## src/rtl/hwm_pkg.sv

```systemverilog
package hwm_pkg;

   localparam int NREG   = 10;
   localparam int HALF_W = 16;
   localparam int WORD_W = 2 * HALF_W;
   localparam int IDX_W  = $clog2(NREG);
   localparam int LOCK_BIT = 10;

   typedef enum logic [IDX_W-1:0] {
      IX_PLL0 = 4'd0,
      IX_PLL1 = 4'd1,
      IX_PLL2 = 4'd2,
      IX_MODE = 4'd3,
      IX_SEL0 = 4'd4,
      IX_SEL1 = 4'd5,
      IX_SEL2 = 4'd6,
      IX_SEL3 = 4'd7,
      IX_GATE = 4'd8,
      IX_SRST = 4'd9
   } reg_ix_e;

   // Byte offset of register i inside the bank window.
   function automatic logic [7:0] reg_off(input int i);
      case (i)
         0:       reg_off = 8'h00;
         1:       reg_off = 8'h04;
         2:       reg_off = 8'h08;
         3:       reg_off = 8'h20;
         4:       reg_off = 8'h30;
         5:       reg_off = 8'h34;
         6:       reg_off = 8'h38;
         7:       reg_off = 8'h3C;
         8:       reg_off = 8'h40;
         default: reg_off = 8'h50;
      endcase
   endfunction

   // Bits of register i that are not writable storage.
   function automatic logic [HALF_W-1:0] ro_mask(input int i);
      ro_mask = (i == 1) ? (HALF_W'(1) << LOCK_BIT) : '0;
   endfunction

endpackage

```

## src/rtl/hwm_addr_dec.sv

```systemverilog
module hwm_addr_dec
   import hwm_pkg::*;
#(
   parameter int              ADDR_W = 24,
   parameter logic [ADDR_W-1:0] BASE = ADDR_W'(24'h140000)
) (
   input  logic [ADDR_W-1:0] addr_i,
   output logic              hit_o,
   output logic [IDX_W-1:0]  idx_o
);

   if (ADDR_W < 9 || ADDR_W > 32) begin : g_bad_aw
      $error("hwm_addr_dec: ADDR_W must be 9..32");
   end
   if (BASE[7:0] != 8'h00) begin : g_bad_base
      $error("hwm_addr_dec: BASE must be 256-byte aligned");
   end

   logic in_window;
   assign in_window = (addr_i[ADDR_W-1:8] == BASE[ADDR_W-1:8]);

   always_comb begin
      hit_o = 1'b0;
      idx_o = '0;
      for (int i = 0; i < NREG; i++) begin
         if (in_window && addr_i[7:0] == reg_off(i)) begin
            hit_o = 1'b1;
            idx_o = IDX_W'(i);
         end
      end
   end

endmodule

```

## src/rtl/hwm_mask_reg.sv

```systemverilog
module hwm_mask_reg #(
   parameter int           W       = 16,
   parameter logic [W-1:0] RO_MASK = '0
) (
   input  logic         clk,
   input  logic         rst_n,
   input  logic         we_i,
   input  logic [2*W-1:0] wdata_i,
   output logic [W-1:0] q_o
);

   if (W < 1 || W > 16) begin : g_bad_w
      $error("hwm_mask_reg: W must be 1..16");
   end

   logic [W-1:0] bit_en;
   assign bit_en = we_i ? (wdata_i[2*W-1:W] & ~RO_MASK) : '0;

   always_ff @(posedge clk) begin
      if (!rst_n) q_o <= '0;
      else        q_o <= (q_o & ~bit_en) | (wdata_i[W-1:0] & bit_en);
   end


   hold_idle_chk: assert property (@(posedge clk) disable iff (!rst_n)
      !we_i |=> $stable(q_o));

   hold_nomask_chk: assert property (@(posedge clk) disable iff (!rst_n)
      (we_i && wdata_i[2*W-1:W] == '0) |=> $stable(q_o));

   ro_clear_chk: assert property (@(posedge clk) disable iff (!rst_n)
      we_i |=> ((q_o & RO_MASK) == '0));

endmodule

```

## src/rtl/hwm_ctrl_bank.sv

```systemverilog
module hwm_ctrl_bank
   import hwm_pkg::*;
#(
   parameter int              ADDR_W = 24,
   parameter logic [ADDR_W-1:0] BASE = ADDR_W'(24'h140000)
) (
   input  logic              clk,
   input  logic              rst_n,
   input  logic              req_valid,
   input  logic              req_write,
   input  logic [ADDR_W-1:0] req_addr,
   input  logic [31:0]       req_wdata,
   input  logic              pll_lock_i,
   output logic              rsp_valid,
   output logic [31:0]       rsp_rdata,
   output logic              rsp_err,
   output logic [15:0]       pll_ctl0_o,
   output logic              pll_pd_o,
   output logic [2:0]        pll_postdiv2_o,
   output logic [5:0]        pll_refdiv_o,
   output logic [15:0]       pll_ctl2_o,
   output logic [2:0]        pll_mode_o,
   output logic [4:0]        vclk4x_div_o,
   output logic [63:0]       clksel_o,
   output logic [15:0]       gate_o,
   output logic              srst_vid1x_o,
   output logic              srst_vid4x_o,
   output logic              srst_venc_bus_o,
   output logic              srst_regfile_o
);

   if (WORD_W != 32) begin : g_bad_word
      $error("hwm_ctrl_bank: bus word must be 32 bits");
   end

   logic             hit;
   logic [IDX_W-1:0] idx;
   logic [HALF_W-1:0] q [NREG];

   hwm_addr_dec #(.ADDR_W(ADDR_W), .BASE(BASE)) u_dec (
      .addr_i (req_addr),
      .hit_o  (hit),
      .idx_o  (idx)
   );

   for (genvar i = 0; i < NREG; i++) begin : g_reg
      logic we;
      assign we = req_valid && req_write && hit && (idx == IDX_W'(i));
      hwm_mask_reg #(.W(HALF_W), .RO_MASK(ro_mask(i))) u_reg (
         .clk     (clk),
         .rst_n   (rst_n),
         .we_i    (we),
         .wdata_i (req_wdata),
         .q_o     (q[i])
      );
   end

   // Read view: stored bits plus the live lock flag on PLL control 1.
   logic [HALF_W-1:0] rd_half;
   always_comb begin
      rd_half = q[idx];
      if (idx == IX_PLL1) rd_half[LOCK_BIT] = pll_lock_i;
   end

   always_ff @(posedge clk) begin
      if (!rst_n) begin
         rsp_valid <= 1'b0;
         rsp_rdata <= '0;
         rsp_err   <= 1'b0;
      end else begin
         rsp_valid <= req_valid;
         rsp_err   <= req_valid && !hit;
         rsp_rdata <= (req_valid && !req_write && hit) ? {16'h0000, rd_half} : '0;
      end
   end

   assign pll_ctl0_o      = q[IX_PLL0];
   assign pll_pd_o        = q[IX_PLL1][13];
   assign pll_postdiv2_o  = q[IX_PLL1][8:6];
   assign pll_refdiv_o    = q[IX_PLL1][5:0];
   assign pll_ctl2_o      = q[IX_PLL2];
   assign pll_mode_o      = q[IX_MODE][2:0];
   assign vclk4x_div_o    = q[IX_SEL1][12:8];
   assign clksel_o        = {q[IX_SEL3], q[IX_SEL2], q[IX_SEL1], q[IX_SEL0]};
   assign gate_o          = q[IX_GATE];
   assign srst_vid1x_o    = q[IX_SRST][10];
   assign srst_vid4x_o    = q[IX_SRST][9];
   assign srst_venc_bus_o = q[IX_SRST][8];
   assign srst_regfile_o  = q[IX_SRST][3];


   rsp_follow_chk: assert property (@(posedge clk) disable iff (!rst_n)
      req_valid |=> rsp_valid);

   rsp_quiet_chk: assert property (@(posedge clk) disable iff (!rst_n)
      !req_valid |=> !rsp_valid);

   upper_zero_chk: assert property (@(posedge clk) disable iff (!rst_n)
      rsp_valid |-> (rsp_rdata[31:16] == 16'h0000));

   err_data_chk: assert property (@(posedge clk) disable iff (!rst_n)
      rsp_err |-> (rsp_valid && rsp_rdata == 32'h0));

   lock_view_chk: assert property (@(posedge clk) disable iff (!rst_n)
      (req_valid && !req_write && req_addr == (BASE + ADDR_W'(4)))
      |=> (rsp_rdata[LOCK_BIT] == $past(pll_lock_i)));

endmodule

```

## config.mk

```make
export PLATFORM = sky130hd
export DESIGN_NAME = hwm_ctrl_bank
export DESIGN_NICKNAME = d
export VERILOG_FILES = /design/src/rtl/hwm_pkg.sv /design/src/rtl/hwm_addr_dec.sv /design/src/rtl/hwm_mask_reg.sv /design/src/rtl/hwm_ctrl_bank.sv
export SDC_FILE = /design/constraint.sdc
export NUM_CORES = 1
export LEC_CHECK = 0
export ABC_CLOCK_PERIOD_IN_PS = 4430
export BUFFER_PORTS_ARGS = -buffer_cell sky130_fd_sc_hd__buf_2
export CAP_MARGIN = 20
export CORE_AREA = 2 2 148 150
export CTS_CLUSTER_DIAMETER = 80
export DETAILED_ROUTE_END_ITERATION = 10
export DIE_AREA = 0 0 150 152
export PLACE_DENSITY = 0.68
export SLEW_MARGIN = 15
export SYNTH_ARGS = -nofsm -noshare
export SYNTH_HDL_FRONTEND = slang
export SYNTH_SLANG_ARGS = --single-unit
```

## constraint.sdc

```tcl
create_clock -name clk -period 4.43 [get_ports clk]
set_clock_uncertainty 0.05 [all_clocks]
set_input_delay 0.443 -clock clk [delete_from_list [all_inputs] [get_ports clk]]
set_output_delay 0.443 -clock clk [all_outputs]
set_load 0.005 [all_outputs]
```

==> run metrics, run 1 <==
run status=finished, final reports clean; Avg WL per Cell=around 18 um; fin crit share=73.4%; I/O pins=~230; Area Growth Syn to Fin=17.3%; Post-DRT Antenna Nets=0; CP max FO=18; CP max-delay cell=or4_1; I/O Buffers=approximately 210; RSZ-0062 raised after global routing=false; Mapped Avg Cell Area=7.66 sq um; layout cells sized above 1=22.2%; top post-synthesis cells by area=dfxtp_1 (38%), nand2_1 (15%), mux2i_1 (7.2%); min-delay worst type=input port to flop; CTS Buffer Depth=2; Clock Latency Late Sink=between 400 and 500 ps; Final Wtd Congestion=between 0.8 and 0.9; Post-CTS Hold Buffers=0; antenna violations before repair=0; Slew HR=between 20% and 30%; Critical path origin=req_addr[15]; Pwr Density=around 310 nW/um^2; Die ar.=around 23,000 sq um; largest net degree at the start of global routing=~130; placed cell count=between 1,500 and 2,000; Mapped Cells=1,222; Netlist Area Pre-Place=between 9000 and 10,000 sq um; Critical Path Source Type=input port; Post-synth EDFFs=0; post-DR vias/cell=about 5.5; Num CTS Buffers=17; Worst-Margin Slew=approximately 1100 ps; Core ar.=between 20,000 and 25,000 sq um; Nets=1,405; Hold Fails Final Rpt=0; DR vias=9,065; cell area after layout=approximately 11,000 sq um; Antenna diodes=0; wire length of the first global-routing pass=around 45,000 um; H-Tree Depth=4; Core Util, Final=approximately 50%; die extent in y=152 um; count of cell types in the netlist=between 50 and 60; Crit Path Class=input port to flop; synthesized flop and latch total=177; worst-path cell chain=buf_2 -> or4b_4 -> or4_1 -> or4_4 -> nor3_4 -> buf_4 -> nand3_1 -> a21boi_1; Total Routing Usage GR=around 25%; CTS resizes=0; CTS tree=built; peak supply drop=about 240 uV; worst reg2reg path depth=4; dominant synthesized flop cell=dfxtp_1; crit path time final=3250 ps; Ys Warns=0; CP arrival=3550 ps; Pre-antenna DRT Iters=5; placed inst area=around 10,000 sq um; # DRC=0; initial core utilization=a little over two fifths; Max-Cap Viols=0; clock sink count=approximately 180; number of global-route vias before repair=around 8,000; grt total ovfl=0; Multi-input gate area=just over 5000 sq um; Crit path required time=~4700 ps; most area-hungry cell type in the Yosys netlist=dfxtp_1; TNS Setup=0 ps; Final Slew Violations=0; postcts setup bufs=0; cell at the root of the clock tree=clkbuf_16; crit-path max cell delay=about 690 ps; # rows=54; Seq/Total Area, Yosys=between 30 and 40%; R2R Setup Slk=~3000 ps; Layout Cells excl Fill=1,634; Leak=4.51 nW; WL final=approximately 29,000 um; # setup viols final=0; RR Endpoint=rsp_rdata[1]; max frequency=between 0.3 and 0.4 GHz; fillers=between 2,000 and 2,500; Worst-path clk slew=70 ps; register area=3540 sq um; Setup crit end kind=flop; DPL Wire Length=between 15,000 and 20,000 um; Async SR Flop Fraction=0%; Yosys top cell area share=a little under two fifths; Iter 0 DRT Violations=approximately 860; width of the die=~150 um
[cells in the final DEF, fill, tap and decap left out, drive strengths merged, types with 2 or more instances in the layout]
cell      instances
nand2           374
buf             239
dfxtp           177
nand3           141
a21boi          107
mux2i            67
nor2b            53
nor2             22
clkbuf           19
conb             16
a221oi           15
nor3             15
a31oi            14
a21oi            13
a311o            12
o21ai            10
bufinv            5
and2              4
nor4              4
and3              4
nor4b             4
or4               4
or4b              4
clkinvlp          3
inv               3
a211o             2
nand2b            2
mux2              2
nand4             2
nor3b             2
a211oi            2
[how the worst min path moves through the flow]
stage,startpoint,to,slack [ps],cells past startpoint
3_3_place_gp,flop,flop,400,2
2_1_floorplan,flop,flop,390,2
4_1_cts,pll_lock_i,rsp_rdata[10],290,3
6_report,pll_lock_i,rsp_rdata[10],310,3
3_5_place_dp,flop,flop,400,2
5_1_grt,pll_lock_i,rsp_rdata[10],300,3
[logic make-up after synthesis]
group                    Yosys count  synth area share, %
AND/OR/NAND/NOR                  638                 31.6
AO/OA/AOI/OAI                    183                 14.6
flip-flops                       177                 37.9
buffers and inverters            153                 8.42
multiplexers                      69                 7.41
adder cells (fa/ha/maj)            1                0.107
other                              1               0.0401
[worst max-delay path, delay by kind of cell]
| kind | cells | cell delay (ps) |
|---|---|---|
| simple gates | 5 | 2460 |
| compound gates | 1 | 170 |
| buf+inv | 2 | 470 |
[area by class of cell]
| class | instances | share of cell area [%] |
|---|---|---|
| inverters | 2 | 0.0684 |
| multi-input cells | 907 | 47.1 |
| repair buffers | 239 | 11.7 |
| clock inverters | 10 | 1.70 |
| flip-flops and latches | 177 | 32.3 |
| clock buffers | 19 | 3.94 |
| well taps | 280 | 3.19 |
[synthesized netlist by cell type (2+ instances only)]
cell and instances:
buf_6 4, and3_1 4, clkbuf_1 79, or4_1 2, a31oi_1 14, or4b_2 2, a21oi_1 13, a21boi_1 37
nand4_1 2, nor2b_1 53, dfxtp_1 177, nor3_1 6, nand3_2 10, nor4_1 4, a221oi_1 15, o21ai_0 10
nor3_2 8, nand2_1 374, a211o_1 2, buf_4 36, mux2i_1 67, inv_1 2, a21boi_0 70, nor2_1 22
a311o_1 12, or4_4 2, nor4b_1 3, nor3b_1 2, and2_1 4, nand3_1 131, mux2_2 2, nand2b_1 2
buf_2 30
[routing by layer]
metal / GRT usage [%] / vias up / wire length, um
met5: 0 / - / 0
met4: 10.3 / 0 / 988
met3: 4.50 / 59 / 2470
met2: 37.4 / 449 / 12900
met1: 36.1 / 4243 / 12800
li1: - / 4314 / -
[power breakdown]
| group | internal (W) | switching, W | total (W) | leakage [nW] |
|---|---|---|---|---|
| Sequential | 0.00159 | 0.000000187 | 0.00159 | 1.43 |
| Clock | 0.000993 | 0.000628 | 0.00162 | 0.291 |
| Combinational | 0.0000541 | 0.000110 | 0.000164 | 2.80 |
| Total | 0.00264 | 0.000738 | 0.00338 | 4.51 |
[per-stage QoR]
stage	hold WS (ps)	total power (W)	setup slack, ps
6_report	312	0.00338	1180
5_1_grt	304	0.00349	1050
4_1_cts	290	0.00340	1220
3_5_place_dp	404	0.00179	777
3_3_place_gp	398	0.00179	767
2_1_floorplan	390	0.00175	1420
No activity file was read; power rests on OpenSTA's default activity.
==> run 2, diff against run 1 <==
Settings changed: ABC_CLOCK_PERIOD_IN_PS 4430 to 2900, PLACE_DENSITY 0.68 to 0.71.
Clock period 4.43 ns to 2.9 ns, I/O delays scaled along.
==> run 2 against run 1 <==
First-iteration DRC count shrank 10%. Hold slack got worse by 170 ps. Critical path depth stayed put. Sequential power up 53%. Clock-buffer cell count is the same. Routed wire length grew 1.9%. Die area is the same. Cell area increased by 3.9%. Non-clock buffer count is 38 higher. Sequential cell count is the same. Global-route usage up 0.73 points. Combinational power is 55% higher.
==> run metrics, run 2 (synthesis gave the netlist of run 1 again) <==
cell at the root of the clock tree=clkbuf_16; Area Growth Syn to Fin=21.8%; I/O Buffers=212 (unchanged); Final Wtd Congestion=0.930 (+5.3%); Num CTS Buffers=17 (unchanged); Critical path origin=req_addr[15]; H-Tree Depth=4 (unchanged); grt total ovfl=0 (unchanged); Antenna diodes=0 (unchanged); RR Endpoint=rsp_rdata[1]; wire length of the first global-routing pass=46,800 um (+3.0%); min-delay worst type=input port to flop; run status=finished, final reports clean; die extent in y=152 um (unchanged); peak supply drop=345 uV (+45%); Critical Path Source Type=input port; max frequency=0.384 GHz; RSZ-0062 raised after global routing=false; Avg WL per Cell=17.7 um (-0.57%); fin crit share=approximately nine tenths; TNS Setup=0 ps (unchanged); Pwr Density=452 nW/um^2 (+47%); placed cell count=1,643 (+2.4%); Slew HR=55.0% (+31 points); CP max FO=18 (unchanged); number of global-route vias before repair=8,404 (+3.7%); Die ar.=22,800 sq um (unchanged); Nets=1,443 (+2.7%); worst-path cell chain=buf_2 -> or4b_4 -> or4_1 -> or4_4 -> nor3_4 -> buf_12 -> nand3_1 -> a21boi_1; antenna violations before repair=0 (unchanged); Setup crit end kind=flop; Max-Cap Viols=0 (unchanged); Worst-path clk slew=70 ps (about the same); CTS resizes=0 (unchanged); CTS Buffer Depth=2 (unchanged); # rows=54 (unchanged); Final Slew Violations=0 (unchanged); clock sink count=177 (unchanged); # DRC=0 (unchanged); worst hold start=req_valid; WHS=145 ps (-167 ps); Leak=4.74 nW (+5.1%); Post-DRT Antenna Nets=0 (unchanged); Worst-Margin Slew=675 ps (-467 ps); crit-path max cell delay=570 ps (-120 ps); post-DR vias/cell=5.52 (-0.59%); width of the die=150 um (unchanged); commonest non-fill, non-tap cell in the layout=nand2_1; DP Worst Slack=-142 ps (-919 ps); CP max-delay cell=or4_1; postcts setup bufs=0 (unchanged); Layout Cells excl Fill=1,675 (+2.5%); CTS tree=built; WL final=29,700 um (+1.9%); largest net degree at the start of global routing=78 (-41%); placed inst area=10,800 sq um (+4.3%); commonest non-fill, non-tap cells in the layout=nand2_1 (374), buf_2 (211), dfxtp_1 (177), nand3_1 (130), a21boi_0 (70); layout cells sized above 1=24.7% (+2.4 points); crit path time final=2600 ps; Post-CTS Hold Buffers=0 (unchanged); # setup viols final=0 (unchanged); Crit path required time=3210 ps (-1520 ps); worst reg2reg path depth=4 (unchanged); Core ar.=21,400 sq um (unchanged); CP arrival=2920 ps (-630 ps); Total Routing Usage GR=26.0% (+0.73 points); worst setup margin=297 ps (-883 ps); Pre-antenna DRT Iters=6 (+1); Crit Path Class=input port to flop; initial core utilization=43.8% (unchanged); cell area after layout=11,400 sq um (+3.9%); Iter 0 DRT Violations=778 (-10%); I/O pins=229 (unchanged); DR vias=9,238 (+1.9%); Hold Fails Final Rpt=0 (unchanged); Clock Latency Late Sink=430 ps (about the same); DPL Wire Length=20,500 um (+6.2%); R2R Setup Slk=1410 ps (-1550 ps)
run 2: critical path: cells and delay by family:
kind                   cells  cell delay [ps]
buffers and inverters      2              320
AO/OA/AOI/OAI              1              160
AND/OR/NAND/NOR            5             2150
run 2: stage by stage:
step                power [W]  util [%]
CTS                   0.00517      53.4
global placement      0.00273      50.5
global route          0.00531      53.4
finish                0.00516      53.4
detailed placement    0.00274      50.5
floorplan             0.00267         -
run 2: final cells by class:
type	count	area, sq um
inverters	2	7.51
well taps	280	350
clock inverters	13	174
flip-flops and latches	177	3540
fillers	2077	9950
repair buffers	277	1710
clock buffers	19	453
multi-input cells	907	5160
run 2: power by group:
part           switching, W  internal (W)  leakage, nW  total [W]
logic              0.000168     0.0000855         3.01   0.000254
registers       0.000000254       0.00243         1.43    0.00243
clock network       0.00105       0.00142        0.308    0.00247
run 2: metal layers:
layer | global-route usage [%] | share of wire, % | vias to the layer above
met4 | 8.85 | 2.6 | 0
met1 | 35.8 | 44 | 4399
met5 | 0 | 0 | -
met2 | 40.8 | 46 | 399
li1 | - | - | 4391
met3 | 4.77 | 7.6 | 49
run 2: worst min path at each step:
stage | endpoint | slack (ps) | depth (start not counted)
2_1_floorplan | flop | 390 | 2
3_3_place_gp | flop | 400 | 2
3_5_place_dp | flop | 410 | 2
4_1_cts | rsp_valid | 130 | 3
5_1_grt | flop | 150 | 2
6_report | rsp_valid | 150 | 3
==> run 3, diff against run 2 <==
Settings changed: CAP_MARGIN 20 to unset, REMOVE_ABC_BUFFERS set to 1.
==> run 3 against run 2 <==
Critical path depth unchanged. First-iteration DRC count down 14%. Hold slack better by 13 ps. Critical path type unchanged.
==> run metrics, run 3 (synthesis gave the netlist of run 1 again) <==
run status=finished, final reports clean; Core ar.=21,400 sq um (unchanged); postcts setup bufs=0 (unchanged); largest net degree at the start of global routing=104 (+33%); CTS Buffer Depth=2 (unchanged); fin crit share=89.4% (-0.39 points); DP Worst Slack=-147 ps (-5.74 ps); Avg WL per Cell=18.2 um (+2.6%); I/O pins=229 (unchanged); WL final=30,600 um (+2.9%); Leak=4.73 nW (-0.21%); Crit Path Class=input port to flop; Pre-antenna DRT Iters=5 (-1); Critical Path Source Type=input port; post-DR vias/cell=5.50 (-0.24%); Antenna diodes=0 (unchanged); power share of the clock group=45.5% (-2.5 points); Num CTS Buffers=17 (unchanged); switch share=23.9% (+0.27 points); Slew HR=38.2% (-17 points); # rows=54 (unchanged); crit path time final=2590 ps (-11.2 ps); die extent in y=152 um (unchanged); Int Power=0.00375 W (-4.7%); worst setup margin=309 ps (+11.2 ps); min-delay worst type=input port to flop; Worst-path clk slew=70 ps (about the same); clock sink count=177 (unchanged); Final Slew Violations=0 (unchanged); Iter 0 DRT Violations=671 (-14%); wire length of the first global-routing pass=47,100 um (+0.53%); H-Tree Depth=4 (unchanged); hold path depth=3 (unchanged); Post-DRT Antenna Nets=0 (unchanged); CP max FO=10 (-8); I/O Buffers=212 (unchanged); width of the die=150 um (unchanged); Hold Fails Final Rpt=0 (unchanged); Setup crit end kind=flop; Clock Latency Late Sink=430 ps (about the same); Flop pwr share=49.3% (+2.2 points); Post-CTS Hold Buffers=0 (unchanged); antenna violations before repair=0 (unchanged); CP arrival=2880 ps (-40 ps); Max-Cap Viols=0 (unchanged); RR Endpoint=rsp_rdata[1]; RSZ-0062 raised after global routing=false; Crit path required time=3190 ps (-20 ps); grt total ovfl=0 (unchanged); TNS Setup=0 ps (unchanged); peak supply drop=357 uV (+3.5%); Die ar.=22,800 sq um (unchanged); Final Wtd Congestion=0.933 (+0.34%); DR vias=9,243 (+0.054%); Worst-Margin Slew=926 ps (+251 ps); # setup viols final=0 (unchanged); CTS resizes=0 (unchanged); max frequency=0.386 GHz (+0.43%); combinational share of power=5.2% (+0.3 points); DPL Wire Length=21,100 um (+2.6%); layout cells sized above 1=24.8% (+0.13 points); number of global-route vias before repair=8,163 (-2.9%); NetSw=0.00118 W (-3.3%); Pwr Density=436 nW/um^2 (-3.6%); # DRC=0 (unchanged); Nets=1,448 (+0.35%); R2R Setup Slk=1450 ps (+40 ps); commonest non-fill, non-tap cell in the layout=nand2_1; CTS tree=built; worst reg2reg path depth=4 (unchanged); cell at the root of the clock tree=clkbuf_16; Total Routing Usage GR=26.4% (+0.44 points); commonest non-fill, non-tap cells in the layout=nand2_1 (374), buf_2 (211), dfxtp_1 (177), nand3_1 (130), a21boi_0 (70); initial core utilization=43.8% (unchanged); Area Growth Syn to Fin=20.8%; worst hold start=req_wdata[12]
[run 3: cell count changes in the layout (fill, tap and decap cells not counted), sizes merged]
cell and delta:
clkinvlp +1, inv -3, clkinv +2, buf +5, clkbuf +2, bufinv -2
[run 3: area by class of cell]
cell class	count	area, sq um
Clock inverter	11	106
Timing Repair Buffer	282	1660
Clock buffer	21	460
Sequential cell	177	3540
Multi-Input combinational cell	907	5170
Fill cell	2055	10000
Tap cell	280	350
Inverter	2	7.51
[run 3: stage by stage]
step / total power, W / cell area (sq um) / cells / utilization [%] / hold WS (ps)
2_1_floorplan: 0.00255 / 8640 / 1086 / - / 368
3_3_place_gp: 0.00273 / 10700 / 1648 / 50.3 / 398
3_5_place_dp: 0.00274 / 10700 / 1648 / 50.3 / 407
4_1_cts: 0.00495 / 11300 / 1680 / 53.0 / 145
5_1_grt: 0.00509 / 11300 / 1680 / 53.0 / 151
6_report: 0.00493 / 11300 / 1680 / 53.0 / 158
[run 3: worst max path at each step]
stage | end | depth (start not counted) | from | slack [ps]
floorplan | flop | 6 | req_addr[10] | -2300
global placement | flop | 9 | req_addr[15] | -140
detailed placement | flop | 8 | req_addr[15] | -150
CTS | flop | 8 | req_addr[15] | 290
global route | flop | 8 | req_addr[15] | 200
finish | flop | 8 | req_addr[15] | 310
[run 3: power groups by stage]
| stage | registers [W] | clock network (W) | logic, W |
|---|---|---|---|
| after global placement | 0.00249 | 0 | 0.000248 |
| after global routing | 0.00243 | 0.00239 | 0.000273 |
| after detailed placement | 0.00249 | 0 | 0.000250 |
| final | 0.00243 | 0.00224 | 0.000255 |
| after CTS | 0.00243 | 0.00227 | 0.000250 |
| after floorplan | 0.00249 | 0 | 0.0000629 |
[run 3: per-layer routing]
metal	part of all wire, %	GRT usage [%]	vias to the layer above
met1	42	35.0	4392
li1	-	-	4408
met5	0	0	-
met2	48	43.0	382
met3	7.0	4.95	61
met4	2.7	9.12	0
[run 3: critical path, cell delays in order]
cell and delay [ps]:
buf_2 100, or4b_4 520, or4_1 580, or4_4 520, nor3_4 350, buf_4 240
nand3_1 90, a21boi_0 190
